==> config.mk <==
export PLATFORM = sky130hd
export DESIGN_NAME = mul8x8_unit
export DESIGN_NICKNAME = d
export VERILOG_FILES = /design/src/rtl/mul8_pkg.sv /design/src/rtl/mul8_extend.sv /design/src/rtl/mul8_product.sv /design/src/rtl/mul8_ctrl.sv /design/src/rtl/mul8x8_unit.sv
export SDC_FILE = /design/constraint.sdc
export NUM_CORES = 1
export LEC_CHECK = 0
export BUFFER_PORTS_ARGS = -buffer_cell sky130_fd_sc_hd__buf_2
export CORE_MARGIN = 4
export CORE_UTILIZATION = 55
export DETAILED_ROUTE_END_ITERATION = 8
export PLACE_DENSITY_LB_ADDON = 0.3
export SYNTH_ARGS = -nofsm -noshare
export SYNTH_HDL_FRONTEND = slang
export SYNTH_SLANG_ARGS = --single-unit
==> constraint.sdc <==
create_clock -name clk -period 4.9 [get_ports clk]
set_clock_uncertainty 0.05 [all_clocks]
set_input_delay 0.735 -clock clk [delete_from_list [all_inputs] [get_ports clk]]
set_output_delay 0.735 -clock clk [all_outputs]
set_load 0.05 [all_outputs]
==> src/rtl/mul8_pkg.sv <==
package mul8_pkg;
    localparam int OP_W   = 8;
    localparam int PROD_W = 2 * OP_W;

    typedef enum logic [1:0] {
        MODE_UU  = 2'b00,
        MODE_SS  = 2'b01,
        MODE_SU  = 2'b10,
        MODE_RSV = 2'b11
    } mul_mode_e;

    typedef struct packed {
        logic [OP_W-1:0] a;
        logic [OP_W-1:0] b;
        mul_mode_e       mode;
    } mul_req_t;

    typedef struct packed {
        logic [PROD_W-1:0] prod;
        logic              z;
        logic              c;
    } mul_res_t;

    // multiplicand is read as two's complement in signed and mixed modes
    function automatic logic a_signed(mul_mode_e m);
        return (m == MODE_SS) || (m == MODE_SU);
    endfunction

    // multiplier is read as two's complement only in signed mode
    function automatic logic b_signed(mul_mode_e m);
        return (m == MODE_SS);
    endfunction
endpackage

==> src/rtl/mul8_extend.sv <==
module mul8_extend
    import mul8_pkg::*;
(
    input  mul_req_t           req,
    output logic signed [OP_W:0] xa,
    output logic signed [OP_W:0] xb
);
    // one guard bit per operand turns every mode into a signed product
    always_comb begin
        xa = {a_signed(req.mode) & req.a[OP_W-1], req.a};
        xb = {b_signed(req.mode) & req.b[OP_W-1], req.b};
    end
endmodule

==> src/rtl/mul8_product.sv <==
module mul8_product
    import mul8_pkg::*;
(
    input  logic signed [OP_W:0] xa,
    input  logic signed [OP_W:0] xb,
    output mul_res_t             res
);
    localparam int FULL_W = 2 * (OP_W + 1);

    logic signed [FULL_W-1:0] full;

    always_comb begin
        full     = xa * xb;
        res.prod = full[PROD_W-1:0];
        res.z    = (full[PROD_W-1:0] == '0);
        res.c    = full[PROD_W-1];
    end
endmodule

==> src/rtl/mul8_ctrl.sv <==
module mul8_ctrl (
    input  logic clk,
    input  logic rst,
    input  logic start,
    output logic accept,
    output logic busy,
    output logic res_valid
);
    assign accept = start & ~busy;

    always_ff @(posedge clk) begin
        if (rst) begin
            busy      <= 1'b0;
            res_valid <= 1'b0;
        end else begin
            busy      <= accept;
            res_valid <= busy;
        end
    end


    start_to_busy_chk: assert property (@(posedge clk) disable iff (rst)
        (start && !busy) |=> busy);

    busy_one_cycle_chk: assert property (@(posedge clk) disable iff (rst)
        busy |=> (!busy && res_valid));

    valid_pulse_chk: assert property (@(posedge clk) disable iff (rst)
        res_valid |=> !res_valid);

    no_valid_without_busy_chk: assert property (@(posedge clk) disable iff (rst)
        !busy |=> !res_valid);
endmodule

==> src/rtl/mul8x8_unit.sv <==
module mul8x8_unit
    import mul8_pkg::*;
(
    input  logic            clk,
    input  logic            rst,
    input  logic            start,
    input  logic [OP_W-1:0] op_a,
    input  logic [OP_W-1:0] op_b,
    input  logic [1:0]      mode,
    output logic [OP_W-1:0] prod_hi,
    output logic [OP_W-1:0] prod_lo,
    output logic            flag_z,
    output logic            flag_c,
    output logic            res_valid,
    output logic            busy
);
    logic                 accept;
    mul_req_t             req_q;
    logic signed [OP_W:0] xa;
    logic signed [OP_W:0] xb;
    mul_res_t             res_d;
    mul_res_t             res_q;

    mul8_ctrl u_ctrl (
        .clk       (clk),
        .rst       (rst),
        .start     (start),
        .accept    (accept),
        .busy      (busy),
        .res_valid (res_valid)
    );

    // operand capture at the accepting edge
    always_ff @(posedge clk) begin
        if (rst) begin
            req_q <= '0;
        end else if (accept) begin
            req_q.a    <= op_a;
            req_q.b    <= op_b;
            req_q.mode <= mul_mode_e'(mode);
        end
    end

    mul8_extend u_ext (
        .req (req_q),
        .xa  (xa),
        .xb  (xb)
    );

    mul8_product u_prod (
        .xa  (xa),
        .xb  (xb),
        .res (res_d)
    );

    // result loads at the edge that ends the busy cycle
    always_ff @(posedge clk) begin
        if (rst) begin
            res_q <= '0;
        end else if (busy) begin
            res_q <= res_d;
        end
    end

    assign prod_hi = res_q.prod[PROD_W-1:OP_W];
    assign prod_lo = res_q.prod[OP_W-1:0];
    assign flag_z  = res_q.z;
    assign flag_c  = res_q.c;


    zero_flag_chk: assert property (@(posedge clk) disable iff (rst)
        res_valid |-> (flag_z == ({prod_hi, prod_lo} == '0)));

    carry_flag_chk: assert property (@(posedge clk) disable iff (rst)
        res_valid |-> (flag_c == prod_hi[OP_W-1]));

    hold_result_chk: assert property (@(posedge clk) disable iff (rst)
        !busy |=> $stable({prod_hi, prod_lo, flag_z, flag_c}));
endmodule

==> metrics.cfg <==
[logic_synthesis]
synth_top_area_share_pct=30.0
synthCells=486
ys_seq_elements=37
synth_cell_types=40
synth-edff-count=0
synthArstFlopShare_pct=0
ys_top_cells_by_area=fa_1, dfxtp_1, ha_1, inv_1, nand2_1
ys_warn_count=0
syn_area_um2=4210
syn_nets=604
syn_avg_cell_area_um2=8.66
synth-seq-area-share_pct=17.6
yosys.area.top_type=fa_1
ys.flop_type=dfxtp_1

[min_path]
hold_path_class=reg2reg
hp-start=req_q[1]
holdPathEnd=req_q[1]
holdPathStages=2

[placement]
place_area_um2=4770
dp_hpwl_mm=8.27
gp_congestion=0.841
io_buffer_count=40
dp.cells=640

[flow_run]
drv_cap=0

[worst_setup_path]
r2r_slack_ns=-0.11
rr_endpoint=flag_z
slowest_stage=fa_1
r2r-start=req_q[0]
crit_start=req_q[0]
path_class=reg2reg
crit_fanout=5
path_cells=ha_4 -> nor2b_4 -> buf_6 -> nand2_4 -> fa_1 -> inv_2 -> fa_1 -> fa_1 -> fa_1 -> ha_4 -> ha_4 -> a2111oi_4 -> o21ai_4 -> a31o_4 -> a311oi_4 -> nand4_1 -> o21ai_1
critPathBufInv=2
critPathLaunchType=register
crit_arrival_ns=5.19
r2r_cells=17
critPathRequiredTime_ns=5.08
cp_top_family=adder cells
max_stage_delay_ns=0.59
cp_common_cell=fa_1
crit_path_end_kind=register

[power]
internal_power_uw=587
pwr-share-comb_pct=28.4
p_per_area_nw_per_um2=167
p_sw_uw=278
p_sw_share_pct=32.2
peakVddDrop_mv=0.162
cellLeakagePower_uw=0.00258
clkPwrFrac_pct=32.6
seqPwrFrac_pct=39.0

[sta]
finalCriticalPeriod_ns=5.01
setup_slack_ns=-0.110
grt_setup_unrepaired=yes
slew_viol_final=0
setup_viol=2
timing.fmax_mhz=200
fin_setup_tns_ns=-0.212
finalCritPeriodShare_pct=102
worstMarginPinSlew_ns=1.09
max_slew_margin_pct=26.9
hold_viol_final=0

[route]
wl_mm=10.3
wl_per_cell_um=15.8
vias=3428
postRouteAntennaNets=0
drcViolationCount=0
routed_via_density=5.26
drt-initial-drc-count=145
drt_pass1_iterations=5

[global_routing]
grt_pass1_wl_mm=17.2
grt_pass1_vias=3634
grt_use_met2_pct=40.5
grt.met1_usage_pct=32.9
grt_usage_pct=24.3
grt_max_degree=35
top_usage_layer=met2
globalRouteMet3Util_pct=4.58
antenna_found_initial=0
overflow=0

[status]
status=complete, but fails checks
violations=setup timing

[die]
rows=31
fp.dieH_um=95.5
initial_core_util_pct=57.4
core_um2=7330
die_w_um=95.5
die_area_um2=9110
ioPinCount=41

[clock_tree]
clk_latency_ns=0.30
cts_buffer_depth=2
cts_tree=built
clock_sink_count=37
cts_root_buf=clkbuf_8
cts.clk_slew.worst_paths_ns=0.08
cts_max_level=2
cts-buffers-inserted=5

[final_layout]
nets=670
layout-drive-gt1-share_pct=25.1
final_cells=652
area_growth_pct=23.1
design_area_um2=5180
antenna_cells=0

## sequential cells by signal, indices dropped and copies added, names as in the netlist
signal            count
req_q                18
prod_lo               8
prod_hi               8
u_ctrl.res_valid      1
u_ctrl.busy           1
flag_z                1
## synthesized netlist by cell type, types with 2 or more instances
cell type   n
nand2_1    78
a21o_1      4
a211oi_1    6
and2_1     37
nand4_1     2
o21bai_1    2
xnor2_1    10
nand3_1     5
clkbuf_1   22
or2_2       2
mux2i_1    10
nor2b_1     7
nor2_1     23
ha_1       34
dfxtp_1    37
fa_1       63
xor2_1      3
o21ai_0     7
a21oi_1    25
inv_1      86
o21a_1      3
a2111oi_0   2
## worst reg2reg max path: cells and delay by family (launching register included)
| kind | cells | cell delay, ns |
|---|---|---|
| adder cells (fa/ha/maj) | 7 | 2.78 |
| AO/OA/AOI/OAI | 5 | 1.21 |
| AND/OR/NAND/NOR | 3 | 0.36 |
| flip-flops | 1 | 0.34 |
| buffers and inverters | 2 | 0.22 |
## kinds of logic after synthesis
group	count (synthesis)	synth area share, %
flip-flops	37	17.6
XOR/XNOR	13	2.71
AO/OA/AOI/OAI	58	9.49
adder cells (fa/ha/maj)	97	40.1
multiplexers	11	2.65
AND/OR/NAND/NOR	158	17.3
buffers and inverters	112	10.1
## area by class of cell
class	instances	area (µm²)
inverters	87	327
well taps	99	124
clock inverters	1	30.0
fillers	561	2150
multi-input cells	337	3330
flip-flops and latches	37	749
repair buffers	84	534
clock buffers	7	86.3
## cell usage in the layout (no fill, tap or decap), types with 3 or more instances in the layout
cell type   n
fa_1       63
nor2_1     22
a21o_1      4
inv_1      82
and2_1     37
o21ai_2     3
nor2b_1     6
buf_4      43
ha_4       12
nand2_1    75
a211oi_1    4
clkbuf_8    6
inv_2       4
ha_1       22
dfxtp_1    30
xnor2_1    10
a21oi_1    25
dfxtp_2     7
o21a_1      3
mux2i_1    10
buf_2      40
nand3_1     4
## power by group through the flow
| stage | registers (µW) | clock network [µW] | logic, µW |
|---|---|---|---|
| finish | 338 | 282 | 246 |
| global route | 340 | 298 | 269 |
| CTS | 337 | 286 | 231 |
| detailed placement | 343 | 0 | 217 |
| global placement | 343 | 0 | 212 |
| floorplan | 347 | 0 | 136 |
## stage by stage
step	setup slack [ns]	hold slack [ns]	utilization, %	total power (µW)
after detailed placement	-0.271	0.400	65.1	560
after CTS	-0.103	0.413	68.3	854
after global placement	-0.150	0.401	65.1	555
after global routing	-0.290	0.443	70.6	908
final	-0.110	0.410	70.6	865
after floorplan	0.00276	0.386	-	484
## per-layer routing
metal | wire length [µm] | share of wire (%) | vias to the layer above
li1 | - | - | 1628
met5 | 0 | 0 | -
met4 | 256 | 2.5 | 0
met3 | 422 | 4.1 | 23
met2 | 5000 | 49 | 79
met1 | 4620 | 45 | 1698
## repair_timing
| item | 4_1_cts | 5_1_grt |
|---|---|---|
| hold buffers | 0 | 0 |
| setup buffers | 1 | 3 |
| pin swaps | 25 | 23 |
| setup endpoints to repair | 7 | 7 |
| resized for setup | 29 | 20 |
## worst max-delay path by stage
| stage | end | slack (ns) | cells past startpoint |
|---|---|---|---|
| 2_1_floorplan | flag_z | 0.003 | 18 |
| 3_3_place_gp | flag_z | -0.15 | 19 |
| 3_5_place_dp | flag_z | -0.27 | 19 |
| 4_1_cts | flag_z | -0.10 | 18 |
| 5_1_grt | prod_hi[6] | -0.29 | 18 |
| 6_report | flag_z | -0.11 | 17 |
Power figures use the tool's default switching activity.
